### config.mk
export PLATFORM = sky130hd
export DESIGN_NAME = i2c_timing_monitor
export DESIGN_NICKNAME = d
export VERILOG_FILES = /design/src/rtl/itm_pkg.sv /design/src/rtl/itm_line_filter.sv /design/src/rtl/itm_event_decode.sv /design/src/rtl/itm_interval_check.sv /design/src/rtl/i2c_timing_monitor.sv
export SDC_FILE = /design/constraint.sdc
export NUM_CORES = 1
export LEC_CHECK = 0
export CELL_PAD_IN_SITES_DETAIL_PLACEMENT = 0
export CELL_PAD_IN_SITES_GLOBAL_PLACEMENT = 2
export CORE_MARGIN = 2
export CORE_UTILIZATION = 40
export CTS_CLUSTER_SIZE = 25
export DETAILED_ROUTE_END_ITERATION = 7
export GPL_TIMING_DRIVEN = 0
export PLACE_DENSITY_LB_ADDON = 0.15
export SLEW_MARGIN = 20
export SYNTH_ARGS = -nofsm -noshare
export SYNTH_HDL_FRONTEND = slang
export SYNTH_SLANG_ARGS = --single-unit
### constraint.sdc
create_clock -name clk -period 2.55 [get_ports clk]
set_clock_uncertainty 0.1 [all_clocks]
set_input_delay 0.51 -clock clk [delete_from_list [all_inputs] [get_ports clk]]
set_output_delay 0.51 -clock clk [all_outputs]
set_load 0.05 [all_outputs]
### src/rtl/itm_pkg.sv
package itm_pkg;

  localparam int unsigned NRULE = 8;

  typedef enum logic [3:0] {
    CODE_NONE   = 4'd0,
    CODE_HIGH   = 4'd1,
    CODE_LOW    = 4'd2,
    CODE_SUDAT  = 4'd3,
    CODE_HDSTA  = 4'd4,
    CODE_SUSTA  = 4'd5,
    CODE_SUSTO  = 4'd6,
    CODE_BUF    = 4'd7,
    CODE_PERIOD = 4'd8
  } itm_code_e;

  // minimum interval: smallest whole cycle count that still reaches ns
  function automatic int unsigned cyc_ceil(input int unsigned ns, input int unsigned clk_ns);
    return (ns + clk_ns - 1) / clk_ns;
  endfunction

  // lenient conversion used for limits derived from a maximum
  function automatic int unsigned cyc_floor(input int unsigned ns, input int unsigned clk_ns);
    return ns / clk_ns;
  endfunction

  function automatic int unsigned period_ns(input int unsigned khz);
    return 1000000 / khz;
  endfunction

  function automatic int unsigned max2(input int unsigned a, input int unsigned b);
    return (a > b) ? a : b;
  endfunction

  // lowest broken rule wins the reported code
  function automatic logic [3:0] first_code(input logic [NRULE-1:0] hits);
    logic [3:0] c;
    c = 4'd0;
    for (int i = NRULE - 1; i >= 0; i--) begin
      if (hits[i]) c = 4'(i + 1);
    end
    return c;
  endfunction

endpackage

### src/rtl/itm_line_filter.sv
module itm_line_filter #(
  parameter int unsigned FILT_CYC = 5,
  parameter bit          IDLE     = 1'b1
) (
  input  logic clk,
  input  logic rst_n,
  input  logic din,
  output logic din_sync,
  output logic dout
);
  localparam int unsigned FW = $clog2(FILT_CYC + 2);

  logic          s1, s2;
  logic [FW-1:0] run;

  always_ff @(posedge clk or negedge rst_n) begin
    if (!rst_n) begin
      s1   <= IDLE;
      s2   <= IDLE;
      dout <= IDLE;
      run  <= '0;
    end else begin
      s1 <= din;
      s2 <= s1;
      if (s2 != dout) begin
        if (run == FW'(FILT_CYC)) begin
          dout <= s2;
          run  <= '0;
        end else begin
          run <= run + 1'b1;
        end
      end else begin
        run <= '0;
      end
    end
  end

  assign din_sync = s2;

endmodule

### src/rtl/itm_event_decode.sv
module itm_event_decode (
  input  logic clk,
  input  logic rst_n,
  input  logic scl_f,
  input  logic sda_f,
  output logic scl_rise,
  output logic scl_fall,
  output logic sda_edge,
  output logic start,
  output logic stop,
  output logic busy
);
  logic scl_q, sda_q;

  always_ff @(posedge clk or negedge rst_n) begin
    if (!rst_n) begin
      scl_q <= 1'b1;
      sda_q <= 1'b1;
      busy  <= 1'b0;
    end else begin
      scl_q <= scl_f;
      sda_q <= sda_f;
      if (start)     busy <= 1'b1;
      else if (stop) busy <= 1'b0;
    end
  end

  assign scl_rise = scl_f & ~scl_q;
  assign scl_fall = ~scl_f & scl_q;
  assign sda_edge = sda_f ^ sda_q;
  assign start    = scl_f & scl_q & sda_q & ~sda_f;
  assign stop     = scl_f & scl_q & ~sda_q & sda_f;

endmodule

### src/rtl/itm_interval_check.sv
module itm_interval_check
  import itm_pkg::*;
#(
  parameter int unsigned CW = 10
) (
  input  logic          clk,
  input  logic          rst_n,
  input  logic          scl_rise,
  input  logic          scl_fall,
  input  logic          sda_edge,
  input  logic          start,
  input  logic          stop,
  input  logic          busy,
  input  logic [CW-1:0] lim [NRULE],
  output logic [NRULE-1:0] hit
);
  logic [CW-1:0] c_scl, c_sda, c_sta, c_sto, c_per;
  logic          v_hi, v_lo, v_sda, v_sto, hd_pend;

  function automatic logic [CW-1:0] sat_inc(input logic [CW-1:0] c);
    return (c == '1) ? c : c + 1'b1;
  endfunction

  always_ff @(posedge clk or negedge rst_n) begin
    if (!rst_n) begin
      c_scl <= '0; c_sda <= '0; c_sta <= '0; c_sto <= '0; c_per <= '0;
      v_hi <= 1'b0; v_lo <= 1'b0; v_sda <= 1'b0; v_sto <= 1'b0;
      hd_pend <= 1'b0;
    end else begin
      c_scl <= (scl_rise | scl_fall) ? CW'(1) : sat_inc(c_scl);
      c_sda <= sda_edge ? CW'(1) : sat_inc(c_sda);
      c_sta <= start    ? CW'(1) : sat_inc(c_sta);
      c_sto <= stop     ? CW'(1) : sat_inc(c_sto);
      c_per <= scl_rise ? CW'(1) : sat_inc(c_per);
      if (scl_rise) v_hi  <= 1'b1;
      if (scl_fall) v_lo  <= 1'b1;
      if (sda_edge) v_sda <= 1'b1;
      if (stop)     v_sto <= 1'b1;
      if (start)         hd_pend <= 1'b1;
      else if (scl_fall) hd_pend <= 1'b0;
    end
  end

  always_comb begin
    hit    = '0;
    hit[0] = scl_fall & v_hi & (c_scl < lim[0]);
    hit[1] = scl_rise & v_lo & (c_scl < lim[1]);
    hit[2] = scl_rise & (sda_edge | (v_sda & (c_sda < lim[2])));
    hit[3] = scl_fall & hd_pend & (c_sta < lim[3]);
    hit[4] = start & busy & v_hi & (c_scl < lim[4]);
    hit[5] = stop & v_hi & (c_scl < lim[5]);
    hit[6] = start & ~busy & v_sto & (c_sto < lim[6]);
    hit[7] = scl_rise & v_hi & (c_per < lim[7]);
  end

endmodule

### src/rtl/i2c_timing_monitor.sv
module i2c_timing_monitor
  import itm_pkg::*;
#(
  parameter int unsigned CLK_NS       = 10,
  parameter int unsigned FILT_NS      = 50,
  parameter int unsigned STD_HIGH_NS  = 4000,
  parameter int unsigned FST_HIGH_NS  = 600,
  parameter int unsigned STD_LOW_NS   = 4700,
  parameter int unsigned FST_LOW_NS   = 1300,
  parameter int unsigned STD_SUDAT_NS = 250,
  parameter int unsigned FST_SUDAT_NS = 100,
  parameter int unsigned STD_HDSTA_NS = 4000,
  parameter int unsigned FST_HDSTA_NS = 600,
  parameter int unsigned STD_SUSTA_NS = 4700,
  parameter int unsigned FST_SUSTA_NS = 600,
  parameter int unsigned STD_SUSTO_NS = 4000,
  parameter int unsigned FST_SUSTO_NS = 600,
  parameter int unsigned STD_BUF_NS   = 4700,
  parameter int unsigned FST_BUF_NS   = 1300,
  parameter int unsigned STD_FMAX_KHZ = 100,
  parameter int unsigned FST_FMAX_KHZ = 400
) (
  input  logic             clk,
  input  logic             rst_n,
  input  logic             mode_fast,
  input  logic             sticky_clr,
  input  logic             scl_in,
  input  logic             sda_in,
  output logic             ev_start,
  output logic             ev_restart,
  output logic             ev_stop,
  output logic             ev_bit,
  output logic             bit_value,
  output logic             viol_pulse,
  output logic [3:0]       viol_code,
  output logic [NRULE-1:0] viol_sticky
);
  localparam int unsigned FILT_CYC = cyc_floor(FILT_NS, CLK_NS);

  localparam int unsigned STD_LIM [NRULE] = '{
    cyc_ceil(STD_HIGH_NS,  CLK_NS), cyc_ceil(STD_LOW_NS,   CLK_NS),
    cyc_ceil(STD_SUDAT_NS, CLK_NS), cyc_ceil(STD_HDSTA_NS, CLK_NS),
    cyc_ceil(STD_SUSTA_NS, CLK_NS), cyc_ceil(STD_SUSTO_NS, CLK_NS),
    cyc_ceil(STD_BUF_NS,   CLK_NS), cyc_floor(period_ns(STD_FMAX_KHZ), CLK_NS)};
  localparam int unsigned FST_LIM [NRULE] = '{
    cyc_ceil(FST_HIGH_NS,  CLK_NS), cyc_ceil(FST_LOW_NS,   CLK_NS),
    cyc_ceil(FST_SUDAT_NS, CLK_NS), cyc_ceil(FST_HDSTA_NS, CLK_NS),
    cyc_ceil(FST_SUSTA_NS, CLK_NS), cyc_ceil(FST_SUSTO_NS, CLK_NS),
    cyc_ceil(FST_BUF_NS,   CLK_NS), cyc_floor(period_ns(FST_FMAX_KHZ), CLK_NS)};

  localparam int unsigned STD_MAX = max2(max2(max2(STD_LIM[0], STD_LIM[1]), max2(STD_LIM[2], STD_LIM[3])),
                                         max2(max2(STD_LIM[4], STD_LIM[5]), max2(STD_LIM[6], STD_LIM[7])));
  localparam int unsigned FST_MAX = max2(max2(max2(FST_LIM[0], FST_LIM[1]), max2(FST_LIM[2], FST_LIM[3])),
                                         max2(max2(FST_LIM[4], FST_LIM[5]), max2(FST_LIM[6], FST_LIM[7])));
  localparam int unsigned CW = $clog2(max2(STD_MAX, FST_MAX) + 2);

  // named internal wires, also observed by the bound checker
  logic [1:0] raw_lines, sync_lines, filt_lines;
  logic scl_s, sda_s, scl_f, sda_f;
  logic scl_rise, scl_fall, sda_edge, start, stop, busy;
  logic [CW-1:0]    lim [NRULE];
  logic [NRULE-1:0] hit;

  assign raw_lines = {sda_in, scl_in};

  for (genvar g = 0; g < 2; g++) begin : g_line
    itm_line_filter #(.FILT_CYC(FILT_CYC), .IDLE(1'b1)) u_filt (
      .clk      (clk),
      .rst_n    (rst_n),
      .din      (raw_lines[g]),
      .din_sync (sync_lines[g]),
      .dout     (filt_lines[g])
    );
  end

  assign scl_s = sync_lines[0];
  assign sda_s = sync_lines[1];
  assign scl_f = filt_lines[0];
  assign sda_f = filt_lines[1];

  for (genvar r = 0; r < NRULE; r++) begin : g_lim
    assign lim[r] = mode_fast ? CW'(FST_LIM[r]) : CW'(STD_LIM[r]);
  end

  itm_event_decode u_dec (
    .clk      (clk),
    .rst_n    (rst_n),
    .scl_f    (scl_f),
    .sda_f    (sda_f),
    .scl_rise (scl_rise),
    .scl_fall (scl_fall),
    .sda_edge (sda_edge),
    .start    (start),
    .stop     (stop),
    .busy     (busy)
  );

  itm_interval_check #(.CW(CW)) u_chk (
    .clk      (clk),
    .rst_n    (rst_n),
    .scl_rise (scl_rise),
    .scl_fall (scl_fall),
    .sda_edge (sda_edge),
    .start    (start),
    .stop     (stop),
    .busy     (busy),
    .lim      (lim),
    .hit      (hit)
  );

  always_ff @(posedge clk or negedge rst_n) begin
    if (!rst_n) begin
      ev_start    <= 1'b0;
      ev_restart  <= 1'b0;
      ev_stop     <= 1'b0;
      ev_bit      <= 1'b0;
      bit_value   <= 1'b0;
      viol_pulse  <= 1'b0;
      viol_code   <= 4'd0;
      viol_sticky <= '0;
    end else begin
      ev_start    <= start;
      ev_restart  <= start & busy;
      ev_stop     <= stop;
      ev_bit      <= scl_rise;
      bit_value   <= scl_rise & sda_f;
      viol_pulse  <= |hit;
      viol_code   <= first_code(hit);
      viol_sticky <= (sticky_clr ? '0 : viol_sticky) | hit;
    end
  end

endmodule

==> summary.md, run 1 <==
| Metric | Value |
|---|---|
| Outcome | completed |
| R2R depth | 7 |
| Overall power | 0.00517 W |
| Ys async rst share | 1.00 |
| Syn Area/Cell | 10.6 um^2 |
| Most frequent CP cell | a2111oi_4 |
| Cts bufs inserted | 9 |
| Number of global-route vias before repair | 3171 |
| Cell area after synthesis | 4550 um^2 |
| Crit path capture | viol_code[3] |
| Met1 Resource Use GR | 0.239 |
| CP Launch Type | primary input |
| WS Path Type | in2reg |
| Worst path cell trace | buf_6 > clkinvlp_4 > ha_1 > nand2b_1 > a2111oi_4 > nor4b_4 > a2111oi_4 > and4b_1 |
| H-tree depth | 3 |
| Detailed Routing Iterations Pass 1 | 4 |
| Post-route setup slack | 0.203 ns |
| GRT Total Usage | 0.165 |
| Number of synthesized flops with an enable pin | 0 |
| # fillers | 1055 |
| Pins over their slew limit | 0 |
| Fin Hold WS | 0.0439 ns |
| Tmin final | 2.35 ns |
| Initial core utilization | 0.414 |
| Setup crit end kind | register |
| CP top delay family | compound AO/OA/AOI/OAI gates |
| Maxcap violations | 0 |
| CTS Sinks | 88 |
| Final wirelength | 9120 um |
| CP Buf/Inv Count | 2 |
| CP peak stage delay | 0.47 ns |
| Cts hold-fix bufs | 0 |
| Sequential area share after synthesis | 0.486 |
| FF-to-FF End | viol_code[3] |
| Quantity of I/O buffers inserted on ports | 23 |
| Via count | 3234 |
| Average wire per standard cell | 14.9 um |
| Share of cells above drive strength 1 | 0.0994 |
| 1st-iter DRT viols | 157 |
| Worst hold path class | in2async |
| # rows | 38 |
| Setup violators final | 0 |
| IO Count | 24 |
| Power Density | 975 nW/um^2 |
| GPL Wtd Cong | 0.766 |
| Worst path slowest cell | a2111oi_4 |
| Avg Vias per Cell | 5.28 |
| Leak pwr | 2.46 nW |
| Peak supply drop | 0.000604 V |
| Cell count after synthesis | 431 |
| Most used routing layer in global routing | met2 |
| Setup crit start | mode_fast |
| Final Cycle Share | 0.920 |
| Antenna violations before repair | 0 |
| Clk pin slew, worst setup/hold paths | 0.06 ns |
| Clock buffer depth | 2 |
| Die ar. | 12200 um^2 |
| Root Driver | clkbuf_16 |
| HPWL Detailed | 6400 um |
| Reg-to-reg critical path startpoint | u_chk.c_scl[2] |
| Slew @ Worst Pin | 0.606 ns |
| Reg-to-reg slack, setup | 0.26 ns |
| Setup TNS | 0 ns |
| Critical Path Fanout Max | 20 |
| Total gr overflow | 0 |
| FF+latch count, synth | 88 |
| Pre-CTS setup slack | -1.48 ns |
| WP depth | 8 |
| Yosys warning count | 0 |
| Final Hold Viols | 0 |
| Die height | 111 um |
| Pin count of the biggest net entering global routing | 50 |
| First-pass GRT wire length | 16300 um |
| Die X | 111 um |
| Worst skew pair latency | 0.34 ns |
| Rel. slew slack | 0.593 |
| ANT cells | 0 |
| Yosys cell types | 58 |
| Peak Freq | 0.426 GHz |
| Nets@finish | 503 |
| Mapped Nets | 466 |
| ANT nets after route | 0 |
| Core Region | 11000 um^2 |
| CTS tree | done |
| Critical Path RT | 2.73 ns |
| Worst EP arrival | 2.52 ns |
| Post-route DRC | 0 |
| GR Util met3 | 0.0262 |
| Layout area overhead | 16.5% |
| Met2 Usage GRT | 0.242 |
| RSZ-0062 raised after global routing | no |
| Most used DFF post-synth | dfrtp_1 |
[worst reg2reg max path: stages (launching register included)]
cell,delay [ns]
dfrtp_1,0.49
inv_1,0.08
ha_1,0.18
nand2b_1,0.18
a2111oi_4,0.47
nor4b_4,0.13
a2111oi_4,0.36
and4b_1,0.23
[flip-flops by register name, summed over array words and instances (netlist names), 2 cells and up]
| register | flops |
|---|---|
| u_chk.c_per | 10 |
| u_chk.c_scl | 10 |
| u_chk.c_sda | 10 |
| u_chk.c_sta | 10 |
| u_chk.c_sto | 10 |
| viol_sticky | 8 |
| g_line.u_filt.run | 6 |
| viol_code | 4 |
| g_line.u_filt.din_sync | 2 |
| g_line.u_filt.dout | 2 |
| g_line.u_filt.s1 | 2 |
[layout make-up]
| cell class | count | area (um^2) | share of cell area |
|---|---|---|---|
| plain buffers | 5 | 21.3 | 0.00401 |
| clock buffers | 13 | 250 | 0.0472 |
| clock inverters | 3 | 42.5 | 0.00802 |
| inverters | 21 | 82.6 | 0.0156 |
| multi-input cells | 317 | 2250 | 0.424 |
| flip-flops and latches | 88 | 2210 | 0.417 |
| well taps | 140 | 175 | 0.0330 |
| repair buffers | 26 | 272 | 0.0512 |
[power by group]
group	internal (W)	switching, W	leakage, nW
Combinational	0.000705	0.00101	1.21
Sequential	0.00178	0.000364	1.12
Clock	0.000786	0.000531	0.140
[cells by family after synthesis]
family / count (synthesis) / share of synthesized area
compound gates: 68 / 0.108
xor+xnor: 31 / 0.0597
fa+ha+maj: 29 / 0.0797
buf+inv: 26 / 0.0220
flops: 88 / 0.486
mux: 12 / 0.0269
simple gates: 177 / 0.217
[routing by layer]
metal / wire (um) / vias to the layer above / part of all wire
li1: - / 1607 / -
met1: 4700 / 1581 / 0.52
met2: 4000 / 34 / 0.44
met3: 215 / 12 / 0.024
met4: 204 / 0 / 0.022
met5: 0 / - / 0
[Yosys cell counts, drive strengths merged, types with 10 or more instances]
cell type	count	share of area
and3	18	0.025
o21ai	15	0.016
a31oi	11	0.015
ha	29	0.080
a21oi	16	0.019
mux2i	10	0.022
dfrtp	80	0.44
xnor2	10	0.019
nand3	14	0.015
inv	20	0.016
xor2	21	0.040
nor2	54	0.046
nand2	29	0.024
[stage by stage]
stage | instance area [um^2] | util | instances
after global routing | 5300 | 0.483 | 613
after detailed placement | 4980 | 0.454 | 595
after floorplan | 4550 | - | 431
final | 5300 | 0.483 | 613
after global placement | 4960 | 0.451 | 594
after CTS | 5300 | 0.482 | 613
[cell usage in the layout (no fill, tap or decap), types with 9 or more instances in the layout]
cell              n
nor2_1           53
o21ai_0          15
ha_1             29
nand2_1          29
mux2i_1          10
and3_1           18
a21oi_1          14
inv_1            18
clkbuf_16         9
clkdlybuf4s50_1  21
nand3_1          14
xnor2_1          10
dfrtp_1          80
a31oi_1          11
xor2_1           21
[what timing repair did]
action	4_1_cts	5_1_grt
endpoints found under the setup margin	13	2
resized for setup	8	1
cloned	0	0
setup buffers	2	0
[worst min path at each step]
stage / end / slack [ns] / start / depth (start not counted)
2_1_floorplan: bit_value / 0.11 / rst_n / 0
3_3_place_gp: g_line[0].u_filt.din_sync / 0.25 / g_line[0].u_filt.s1 / 0
3_5_place_dp: g_line[0].u_filt.din_sync / 0.25 / g_line[0].u_filt.s1 / 0
4_1_cts: u_chk.c_per[6] / 0.06 / rst_n / 1
5_1_grt: u_chk.c_per[6] / 0.09 / rst_n / 1
6_report: u_chk.c_per[6] / 0.04 / rst_n / 1
Note: power is estimated with default switching activity, not from simulation.
==> run 2: changes to the inputs <==
ABC_AREA = 1   (was unset)
CAP_MARGIN = 20   (was unset)
CORE_UTILIZATION = 37   (was 40)
==> run 2 against run 1 <==
Cell count increased by 26%; sequential power increased by 2%; cell area increased by 3.3%; global-route usage increased by 0.74 points; non-clock buffer count decreased by 1; critical path depth increased by 5; first-iteration DRC count increased by 89%; maximum frequency increased by 1.8%; via count increased by 14%; sequential share of layout area decreased by 1.3 points; synthesized cell count increased by 30%.
==> summary.md, run 2 <==
| Metric | Value |
|---|---|
| Outcome | completed |
| ANT nets after route | 0 |
| Setup violators final | 0 |
| CP Buf/Inv Count | 4 |
| WS Path Type | in2reg |
| Post-route DRC | 0 |
| Setup crit end kind | register |
| Worst hold path class | reg2reg |
| WHS Path Cells | 0 |
| Most frequent cells in the layout | nand2_1 (108), inv_1 (81), dfrtp_1 (80) |
| Mapped Nets | 594 |
| CP peak stage delay | 0.40 ns |
| Most frequent CP cell | nand3_1 |
| Layout area overhead | 17.4% |
| Final wirelength | 10400 um |
| # rows | 41 |
| Final Hold Viols | 0 |
| Core Region | 12500 um^2 |
| Hold path endpoint | g_line[0].u_filt.din_sync |
| Ys async rst share | 1.00 |
| Detailed Routing Iterations Pass 1 | 4 |
| Rel. slew slack | 0.627 |
| Worst EP arrival | 2.43 ns |
| Post-synth top cells | nand2_1 (108), inv_1 (82), dfrtp_1 (80) |
| Critical Path Fanout Max | 18 |
| First-pass GRT wire length | 17900 um |
| Maxcap violations | 0 |
| CP top delay family | buffers and inverters |
| Root Driver | clkbuf_16 |
| Die ar. | 13500 um^2 |
| Initial core utilization | 0.374 |
| Worst path slowest cell | buf_2 |
| Worst skew pair latency | 0.35 ns |
| Clock buffer depth | 2 |
| Share of cells above drive strength 1 | 0.0929 |
| Peak Freq | 0.434 GHz |
| Largest cells by area after synthesis | dfrtp_1 (43%), nand2_1 (8.7%), ha_1 (7.8%) |
| FF-to-FF End | viol_code[3] |
| Hold_sp | g_line[0].u_filt.s1 |
| Pin count of the biggest net entering global routing | 65 |
| Sequential area share after synthesis | 0.474 |
| H-tree depth | 3 |
| Cell area after synthesis | 4670 um^2 |
| Via count | 3690 |
| Reg-to-reg critical path startpoint | g_line[0].u_filt.dout |
| IO Count | 24 |
| Syn Area/Cell | 8.35 um^2 |
| Antenna violations before repair | 0 |
| Average wire per standard cell | 13.4 um |
| CTS tree | done |
| Avg Vias per Cell | 4.76 |
| Area leader, netlist | dfrtp_1 |
| Pins over their slew limit | 0 |
| CP Launch Type | primary input |
| CTS Sinks | 88 |
| Power Density | 979 nW/um^2 |
| HPWL Detailed | 7350 um |
| Critical Path RT | 2.67 ns |
| Reg-to-reg slack, setup | 0.45 ns |
| Die X | 116 um |
| Die height | 116 um |
| Cts bufs inserted | 9 |
| Post-Layout Cell Count | 775 |
| Peak supply drop | 0.000570 V |
| RSZ-0062 raised after global routing | no |
| Yosys cell types | 38 |
| Overall power | 0.00536 W |
| WP depth | 13 |
| GPL Wtd Cong | 0.739 |
| Leak pwr | 2.74 nW |
| FF+latch count, synth | 88 |
| 1st-iter DRT viols | 296 |
| Cell count after synthesis | 559 |
| GRT Total Usage | 0.172 |
| Most used DFF post-synth | dfrtp_1 |
| Final Cycle Share | 0.904 |
| Yosys warning count | 0 |
| Total gr overflow | 0 |
| Number of synthesized flops with an enable pin | 0 |
| Tmin final | 2.30 ns |
| Slew @ Worst Pin | 0.559 ns |
| Count leader, synth | nand2_1 |
| Top-area cell type share of the netlist area | 0.429 |
| Number of global-route vias before repair | 3600 |
| Quantity of I/O buffers inserted on ports | 23 |
| Clk pin slew, worst setup/hold paths | 0.07 ns |
| R2R depth | 9 |
| ANT cells | 0 |
| Nets@finish | 633 |
| Placed instance count | 755 |
| Worst path cell trace | buf_2 > clkinvlp_4 > buf_4 > ha_1 > nand2_1 > inv_1 > nand2_1 > nand3_1 > nand2_1 > nand3_1 > nand3_1 > nor2_1 > nand3_1 |
| Commonest non-fill, non-tap cell in the layout | nand2_1 |
run 2: cell type report:
class | count | area (um^2)
clock inverter | 6 | 66.3
tap | 172 | 215
inverter | 85 | 324
timing repair buffer | 28 | 287
clock buffer | 10 | 239
multi-input combinational | 384 | 2120
sequential | 88 | 2210
buffer | 2 | 8.76
fill | 1263 | 6990
run 2: per-stage QoR:
stage / utilization / hold WS (ns) / area (um^2) / TNS (ns) / setup WS, ns
global placement: 0.410 / 0.246 / 5110 / -233.58 / -2.65
floorplan: - / 0.114 / 4670 / 0 / 0.742
finish: 0.439 / 0.256 / 5480 / 0 / 0.245
CTS: 0.440 / 0.258 / 5480 / 0 / 0.0765
detailed placement: 0.412 / 0.247 / 5140 / -10.95 / -1.17
global route: 0.439 / 0.265 / 5480 / 0 / 0.0106
run 2: worst max path at each step:
stage              start      endpoint  slack [ns]
2_1_floorplan  mode_fast    viol_pulse        0.74
3_3_place_gp       rst_n       ev_stop       -2.65
3_5_place_dp   mode_fast  viol_code[3]       -1.17
4_1_cts        mode_fast  viol_code[3]        0.08
5_1_grt        mode_fast    viol_pulse        0.01
6_report       mode_fast    viol_pulse        0.25
run 2: cell families after synthesis:
family | share of synthesized area
AO/OA/AOI/OAI | 0.109
multiplexers | 0.00429
AND/OR/NAND/NOR | 0.249
buffers and inverters | 0.0705
flip-flops | 0.474
XOR/XNOR | 0.0150
adder cells (fa/ha/maj) | 0.0778
run 2: what timing repair did:
| action | CTS | global route |
|---|---|---|
| endpoints found under the setup margin | 11 | 5 |
| resized for setup | 4 | 2 |
| hold buffers | 1 | 0 |
| endpoints found under the hold margin | 21 | 0 |
| setup buffers | 3 | 0 |
run 2: where the power goes:
part           internal (W)  switching [W]  leakage (nW)  total [W]
registers           0.00180       0.000378          1.11    0.00218
clock network      0.000788       0.000578         0.141    0.00137
logic              0.000660        0.00116          1.49    0.00182
run 2: routing by layer:
layer  up-vias  track usage  part of all wire
li1       1910            -                 -
met1      1721        0.243              0.50
met2        44        0.260              0.45
met3        15       0.0301             0.027
met4         0       0.0754             0.020
met5         -            0                 0
